`src/rtl/adc_seq_pkg.sv`:
```
package adc_seq_pkg;
  localparam int unsigned CHAN_W = 4;
  localparam int unsigned CODE_W = 3;
  localparam int unsigned SLEN_W = 5;

  typedef enum logic [1:0] {
    ST_IDLE,
    ST_ARMED,
    ST_SAMPLE,
    ST_CONVERT
  } seq_state_e;

  // control word layout, msb first: trigger mode, scan, step, start channel
  typedef struct packed {
    logic              trig_mode;
    logic              scan;
    logic              step;
    logic [CHAN_W-1:0] chan;
  } ctrl_t;

  localparam int unsigned CTRL_W = $bits(ctrl_t);

  // coded sample length: linear steps of 2 up to 12, then steps of 4
  function automatic logic [SLEN_W-1:0] sample_len(input logic [CODE_W-1:0] code);
    logic [SLEN_W-1:0] c;
    c = SLEN_W'(code);
    if (code < CODE_W'(5)) return SLEN_W'(4) + (c << 1);
    return SLEN_W'(16) + ((c - SLEN_W'(5)) << 2);
  endfunction
endpackage

```
`src/rtl/adc_clk_div.sv`:
```
module adc_clk_div #(
  parameter int unsigned PRS_W = 5
) (
  input  logic             clk_i,
  input  logic             rst_ni,
  input  logic             clear_i,
  input  logic             run_i,
  input  logic [PRS_W-1:0] prs_i,
  output logic             tick_o
);
  localparam int unsigned CNT_W = PRS_W + 1;

  logic [CNT_W-1:0] cnt_q;
  logic [CNT_W-1:0] limit;

  // period 2*(prs+1) bus cycles, last count is 2*prs+1
  assign limit  = {prs_i, 1'b1};
  assign tick_o = run_i && (cnt_q >= limit);

  always_ff @(posedge clk_i or negedge rst_ni) begin
    if (!rst_ni)                        cnt_q <= '0;
    else if (clear_i || !run_i)         cnt_q <= '0;
    else if (cnt_q >= limit)            cnt_q <= '0;
    else                                cnt_q <= cnt_q + CNT_W'(1);
  end
endmodule

```
`src/rtl/adc_trig_edge.sv`:
```
module adc_trig_edge (
  input  logic clk_i,
  input  logic rst_ni,
  input  logic trig_i,
  output logic event_o
);
  logic trig_q;

  always_ff @(posedge clk_i or negedge rst_ni) begin
    if (!rst_ni) trig_q <= 1'b0;
    else         trig_q <= trig_i;
  end

  assign event_o = trig_i && !trig_q;
endmodule

```
`src/rtl/adc_seq_fsm.sv`:
```
module adc_seq_fsm
  import adc_seq_pkg::*;
#(
  parameter int unsigned RES_W    = 12,
  parameter int unsigned CONV_CYC = 12,
  parameter int unsigned SEQ_LEN  = 4
) (
  input  logic              clk_i,
  input  logic              rst_ni,
  input  logic              ctrl_wr_i,
  input  ctrl_t             ctrl_i,
  input  logic              tick_i,
  input  logic              trig_evt_i,
  input  logic [SLEN_W-1:0] slen_i,
  input  logic [RES_W-1:0]  result_i,
  output logic              start_o,
  output logic              run_o,
  output logic              sample_o,
  output logic              convert_o,
  output logic [CHAN_W-1:0] chan_o,
  output logic [RES_W-1:0]  result_o,
  output logic              result_valid_o,
  output logic              seq_done_o
);
  localparam int unsigned PH_MAX = (CONV_CYC > 24) ? CONV_CYC : 24;
  localparam int unsigned PH_W   = $clog2(PH_MAX + 1);
  localparam int unsigned IDX_W  = (SEQ_LEN > 1) ? $clog2(SEQ_LEN) : 1;
  localparam logic [PH_W-1:0]  CONV_LAST = PH_W'(CONV_CYC - 1);
  localparam logic [IDX_W-1:0] IDX_LAST  = IDX_W'(SEQ_LEN - 1);

  seq_state_e        state_q;
  ctrl_t             ctrl_q;
  logic [PH_W-1:0]   ph_q;
  logic [IDX_W-1:0]  idx_q;
  logic [CHAN_W-1:0] chan_q;
  logic [RES_W-1:0]  res_q;
  logic              valid_q;
  logic              done_q;
  logic              trig_start;
  logic [PH_W-1:0]   samp_last;

  assign samp_last  = PH_W'(slen_i) - PH_W'(1);
  assign trig_start = (state_q == ST_ARMED) && trig_evt_i;
  assign start_o    = ctrl_wr_i || trig_start;
  assign sample_o   = (state_q == ST_SAMPLE);
  assign convert_o  = (state_q == ST_CONVERT);
  assign run_o      = sample_o || convert_o;

  always_ff @(posedge clk_i or negedge rst_ni) begin
    if (!rst_ni) begin
      state_q <= ST_IDLE;
      ctrl_q  <= '0;
      ph_q    <= '0;
      idx_q   <= '0;
      chan_q  <= '0;
      res_q   <= '0;
      valid_q <= 1'b0;
      done_q  <= 1'b0;
    end else if (ctrl_wr_i) begin
      // abort and restart
      ctrl_q  <= ctrl_i;
      ph_q    <= '0;
      idx_q   <= '0;
      chan_q  <= ctrl_i.chan;
      valid_q <= 1'b0;
      done_q  <= 1'b0;
      state_q <= ctrl_i.trig_mode ? ST_ARMED : ST_SAMPLE;
    end else begin
      valid_q <= 1'b0;
      unique case (state_q)
        ST_IDLE: ;
        ST_ARMED: begin
          if (trig_evt_i) begin
            state_q <= ST_SAMPLE;
            ph_q    <= '0;
            idx_q   <= '0;
            chan_q  <= ctrl_q.chan;
          end
        end
        ST_SAMPLE: begin
          if (tick_i) begin
            if (ph_q >= samp_last) begin
              state_q <= ST_CONVERT;
              ph_q    <= '0;
            end else begin
              ph_q <= ph_q + PH_W'(1);
            end
          end
        end
        ST_CONVERT: begin
          if (tick_i) begin
            if (ph_q >= CONV_LAST) begin
              ph_q    <= '0;
              res_q   <= result_i;
              valid_q <= 1'b1;
              if (idx_q == IDX_LAST) begin
                done_q <= 1'b1;
                idx_q  <= '0;
                chan_q <= ctrl_q.chan;
                if (ctrl_q.scan)           state_q <= ST_SAMPLE;
                else if (ctrl_q.trig_mode) state_q <= ST_ARMED;
                else                       state_q <= ST_IDLE;
              end else begin
                idx_q   <= idx_q + IDX_W'(1);
                chan_q  <= ctrl_q.step ? chan_q + CHAN_W'(1) : chan_q;
                state_q <= ST_SAMPLE;
              end
            end else begin
              ph_q <= ph_q + PH_W'(1);
            end
          end
        end
        default: state_q <= ST_IDLE;
      endcase
    end
  end

  assign chan_o         = chan_q;
  assign result_o       = res_q;
  assign result_valid_o = valid_q;
  assign seq_done_o     = done_q;
endmodule

```
`src/rtl/adc_seq_ctrl.sv`:
```
module adc_seq_ctrl
  import adc_seq_pkg::*;
#(
  parameter int unsigned PRS_W    = 5,
  parameter int unsigned RES_W    = 12,
  parameter int unsigned CONV_CYC = 12,
  parameter int unsigned SEQ_LEN  = 4
) (
  input  logic                    clk_i,
  input  logic                    rst_ni,
  input  logic                    wr_en_i,
  input  logic                    wr_addr_i,
  input  logic [CODE_W+PRS_W-1:0] wr_data_i,
  input  logic                    ext_trig_i,
  input  logic [RES_W-1:0]        result_i,
  output logic [CODE_W+PRS_W-1:0] timing_o,
  output logic                    sample_o,
  output logic                    convert_o,
  output logic [CHAN_W-1:0]       chan_o,
  output logic [RES_W-1:0]        result_o,
  output logic                    result_valid_o,
  output logic                    seq_done_o
);
  localparam int unsigned REG_W = CODE_W + PRS_W;

  logic [REG_W-1:0]  timing_q;
  logic              ctrl_wr;
  ctrl_t             ctrl_word;
  logic              tick;
  logic              trig_evt;
  logic              start;
  logic              run;
  logic [SLEN_W-1:0] slen;
  logic              unused_wr_bits;

  assign ctrl_wr        = wr_en_i && wr_addr_i;
  assign ctrl_word      = ctrl_t'(wr_data_i[CTRL_W-1:0]);
  assign unused_wr_bits = ^wr_data_i[REG_W-1:CTRL_W];
  assign slen           = sample_len(timing_q[REG_W-1:PRS_W]);
  assign timing_o       = timing_q;

  always_ff @(posedge clk_i or negedge rst_ni) begin
    if (!rst_ni)                     timing_q <= '0;
    else if (wr_en_i && !wr_addr_i)  timing_q <= wr_data_i;
  end

  adc_clk_div #(.PRS_W(PRS_W)) u_div (
    .clk_i   (clk_i),
    .rst_ni  (rst_ni),
    .clear_i (start),
    .run_i   (run),
    .prs_i   (timing_q[PRS_W-1:0]),
    .tick_o  (tick)
  );

  adc_trig_edge u_trig (
    .clk_i   (clk_i),
    .rst_ni  (rst_ni),
    .trig_i  (ext_trig_i),
    .event_o (trig_evt)
  );

  adc_seq_fsm #(
    .RES_W    (RES_W),
    .CONV_CYC (CONV_CYC),
    .SEQ_LEN  (SEQ_LEN)
  ) u_fsm (
    .clk_i          (clk_i),
    .rst_ni         (rst_ni),
    .ctrl_wr_i      (ctrl_wr),
    .ctrl_i         (ctrl_word),
    .tick_i         (tick),
    .trig_evt_i     (trig_evt),
    .slen_i         (slen),
    .result_i       (result_i),
    .start_o        (start),
    .run_o          (run),
    .sample_o       (sample_o),
    .convert_o      (convert_o),
    .chan_o         (chan_o),
    .result_o       (result_o),
    .result_valid_o (result_valid_o),
    .seq_done_o     (seq_done_o)
  );
endmodule

```
`config.mk`:
```
export PLATFORM = sky130hd
export DESIGN_NAME = adc_seq_ctrl
export DESIGN_NICKNAME = d
export VERILOG_FILES = /design/src/rtl/adc_seq_pkg.sv /design/src/rtl/adc_clk_div.sv /design/src/rtl/adc_trig_edge.sv /design/src/rtl/adc_seq_fsm.sv /design/src/rtl/adc_seq_ctrl.sv
export SDC_FILE = /design/constraint.sdc
export NUM_CORES = 1
export LEC_CHECK = 0
export BUFFER_PORTS_ARGS = -buffer_cell sky130_fd_sc_hd__buf_2
export CAP_MARGIN = 20
export CELL_PAD_IN_SITES_DETAIL_PLACEMENT = 1
export CELL_PAD_IN_SITES_GLOBAL_PLACEMENT = 2
export CORE_AREA = 2 2 90 92
export DETAILED_ROUTE_END_ITERATION = 8
export DIE_AREA = 0 0 92 94
export PLACE_DENSITY_LB_ADDON = 0.1
export SLEW_MARGIN = 20
export SYNTH_ARGS = -nofsm -noshare
export SYNTH_HDL_FRONTEND = slang
export SYNTH_SLANG_ARGS = --single-unit
```
`constraint.sdc`:
```
create_clock -name clk_i -period 3.62 [get_ports clk_i]
set_clock_uncertainty 0.15 [all_clocks]
set_input_delay 0.181 -clock clk_i [delete_from_list [all_inputs] [get_ports clk_i]]
set_output_delay 0.181 -clock clk_i [all_outputs]
set_load 0.02 [all_outputs]
```
==> results.py <==
metrics = {
    "synth": {
        "async_reset_ff_frac": 1.00,
        "post_synthesis_net_count": 287,
        "post_synth.cell_area_avg_um2": 10.3,
        "synth_seq_area_share": 0.485,
        "netlist-cell-type-count": 40,
        "yosys_register_bits": 49,
        "netlist_area_um2": 2530,
        "synth-edff-count": 0,
        "synthesis.instances": 246,
        "synth_warnings": 0,
        "synthFlopType": "dfrtp_1",
    },
    "timing": {
        "post-route-period-util": 0.841,
        "setup_tns_ns": 0,
        "tightestPinTransition_ns": 0.878,
        "hold_ws_ns": 0.185,
        "rsz0062_at_grt": "false",
        "timing_hold_violations_final": 0,
        "max_clock_freq_mhz": 328,
        "report.final.setup_viol": 0,
        "post-route-worst-setup-slack_ns": 0.574,
        "drv_slew": 0,
        "final_period_minus_worst_setup_slack_ns": 3.05,
        "max_transition_margin": 0.413,
    },
    "min_path": {
        "holdPathStages": 5,
        "hold_start": "wr_en_i",
        "min_to": "u_fsm.ctrl_q[6]",
        "timing.hold.worst.class": "in2reg",
    },
    "job": {
        "maxCapViolCount": 0,
    },
    "detailed_routing": {
        "route.final.wire_length_um": 6120,
        "vias_per_cell": 4.74,
        "postRouteAntennaNets": 0,
        "average_wire_length_per_cell_after_detail_routing_um": 14.4,
        "drt_iter0_markers": 49,
        "vias": 2014,
        "drt_pre_antenna_iters": 4,
        "drc": 0,
    },
    "pwr": {
        "combPwrFrac": 0.338,
        "power_report.internal_total_mw": 1.17,
        "post-layout-total-power_mw": 1.81,
        "switching_power_mw": 0.642,
        "seqPwrFrac": 0.401,
        "pwr-share-clk": 0.261,
        "switching_power_as_a_share_of_total_power": 0.355,
        "cellPowerDensity_nw_per_um2": 558,
        "cellLeakagePower_nw": 1.63,
        "max-vdd-ir-drop_mv": 0.214,
    },
    "cts": {
        "tritoncts": "done",
        "clock_root_cell": "clkbuf_8",
        "clk_pin_slew_ns": 0.10,
        "cts_h_tree_depth": 2,
        "clock_latency_ns": 0.31,
        "post_cts_resized": 0,
        "clk_sink_count": 49,
        "cts_buffers": 5,
        "cts.path.max_buffers": 2,
    },
    "critical_path": {
        "critPathArrivalTime_ns": 3.13,
        "slowest_cell_on_crit_path": "o2bb2ai_1",
        "critical_path.most_common_cell": "ha_1",
        "crit_path_cell_trace": "inv_1 -> ha_1 -> nor2_1 -> and2_1 -> inv_1 -> ha_1 -> xnor2_1 -> ha_1 -> a211oi_1 -> nand3_1 -> o2bb2ai_1 -> nand2b_1 -> o21ai_1",
        "worstPathRequired_ns": 3.71,
        "worst-r2r-cell-count": 13,
        "timing.rr.end": "u_fsm.ph_q[0]",
        "critical_path_buf_inv_count": 2,
        "endpoint_kind": "flip-flop",
        "timing.critical_path.fanout_max": 8,
        "rr_startpoint": "timing_o[6]",
        "timing.critical_path.max_delay_family": "compound AO/OA/AOI/OAI gates",
        "stage_delay_of_the_slowest_cell_on_the_critical_path_ns": 0.51,
        "startpoint_type": "flip-flop",
        "r2r_slack_ns": 0.57,
        "critical_path_class": "reg2reg",
    },
    "place": {
        "detailedPlacementHpwl_um": 4320,
        "pre_cts_ws_ns": 0.582,
        "placedInstanceArea_um2": 2890,
        "numPlacedInstances": 395,
        "port-buffer-count": 52,
        "routability_driven_placement_congestion_ratio": 0.763,
    },
    "final_layout": {
        "layout.core_utilization": 0.426,
        "layout-drive-gt1-share": 0.241,
        "nets": 363,
        "area_delta_synth_final_pct": 28.4,
        "final-instance-count-excl-fill": 425,
        "num-fill-cells": 875,
        "antenna_cells_inserted": 0,
        "final_cell_area_um2": 3240,
        "final_common_cell": "buf_2",
        "mostFrequentLayoutCells": "buf_2 (52), dfrtp_1 (49), nand2_1 (39)",
    },
    "die": {
        "row_count": 32,
        "floorplan.initialDensity": 0.332,
        "die_h_um": 94,
        "core_region_area_um2": 7610,
        "die_x_um": 92,
        "pin_count": 53,
        "design.die.area_um2": 8650,
    },
    "global_routing": {
        "grt_util_all_layers": 0.154,
        "grt_pass1_vias": 2117,
        "largest_net_degree_at_the_start_of_global_routing": 35,
        "first_pass_grt_wire_length_um": 10600,
        "grt_overflow_total": 0,
        "grt_antenna_before_repair": 0,
    },
    "outcome": {
        "run_status": "completed",
    },
}
## layer usage
| layer | track usage | wire length (µm) |
|---|---|---|
| met1 | 0.198 | 2910 |
| met2 | 0.267 | 2890 |
| met3 | 0.0281 | 258 |
| met4 | 0.0410 | 64 |
| met5 | 0 | 0 |
## kinds of logic (layout without fill, tap and decap cells)
| logic type | Yosys count | after routing | share of synthesized area |
|---|---|---|---|
| buffers and inverters | 23 | 100 | 0.0396 |
| AND/OR/NAND/NOR | 78 | 78 | 0.140 |
| adder cells (fa/ha/maj) | 16 | 16 | 0.0792 |
| multiplexers | 20 | 20 | 0.0941 |
| AO/OA/AOI/OAI | 52 | 52 | 0.134 |
| XOR/XNOR | 8 | 8 | 0.0277 |
| flip-flops | 49 | 49 | 0.485 |
## cell type report
cell class / instances / area, µm² / share of cell area
flip-flops and latches: 49 / 1230 / 0.378
repair buffers: 76 / 495 / 0.153
well taps: 102 / 128 / 0.0394
clock inverters: 3 / 65.1 / 0.0201
inverters: 16 / 60.1 / 0.0185
multi-input cells: 174 / 1200 / 0.370
clock buffers: 5 / 68.8 / 0.0212
## how the worst max path moves through the flow
stage	startpoint	endpoint	slack (ns)	cells after the start
floorplan	timing_o[6]	u_fsm.ph_q[4]	0.90	13
global placement	timing_o[6]	u_fsm.ph_q[4]	0.76	13
detailed placement	timing_o[6]	u_fsm.ph_q[0]	0.58	13
CTS	timing_o[6]	u_fsm.ph_q[0]	0.57	13
global route	timing_o[6]	u_fsm.ph_q[0]	0.30	13
finish	timing_o[6]	u_fsm.ph_q[0]	0.57	13
## power groups by stage
| stage | Sequential [mW] | Clock [mW] | Combinational, mW |
|---|---|---|---|
| 2_1_floorplan | 0.737 | 0 | 0.424 |
| 3_3_place_gp | 0.740 | 0 | 0.590 |
| 3_5_place_dp | 0.739 | 0 | 0.603 |
| 4_1_cts | 0.728 | 0.491 | 0.624 |
| 5_1_grt | 0.743 | 0.503 | 0.696 |
| 6_report | 0.725 | 0.472 | 0.612 |
## flip-flops by register name, summed over array words and instances (netlist names)
| name | count |
|---|---|
| u_fsm.seq_done_o | 1 |
| u_fsm.chan_o | 4 |
| u_div.cnt_q | 6 |
| u_fsm.result_o | 12 |
| u_fsm.idx_q | 2 |
| u_fsm.result_valid_o | 1 |
| u_trig.trig_q | 1 |
| u_fsm.ph_q | 5 |
| timing_o | 8 |
| u_fsm.ctrl_q | 7 |
| u_fsm.state_q | 2 |
## synthesized netlist by cell type, types with 2 or more instances
master	number	area, µm²
a211o_1	3	26.3
a211oi_1	3	22.5
a21oi_1	12	60.1
a22o_1	2	17.5
and2_1	3	18.8
buf_2	2	10.0
clkbuf_1	3	11.3
dfrtp_1	49	1230
ha_1	16	200
inv_1	16	60.1
mux2_1	8	90.1
mux2_2	6	67.6
mux2_4	4	60.1
mux2i_1	2	20.0
nand2_1	39	146
nand2b_1	4	25.0
nand3_1	8	40.0
nor2_1	13	48.8
nor2b_1	4	25.0
o21ai_0	19	95.1
o21ai_1	2	10.0
o22ai_1	3	18.8
o31ai_1	2	15.0
xnor2_1	5	43.8
xor2_1	3	26.3
## what timing repair did
action / in CTS / in global routing
setup buffers: 0 / 0
hold buffers: 22 / 0
endpoints found under the hold margin: 60 / 0
## worst min-delay path: stages
cell	delay, ns
buf_2	0.09
nand2_1	0.04
buf_4	0.18
nand2_1	0.08
nand2_1	0.04
(Power assumes the default switching activity.)
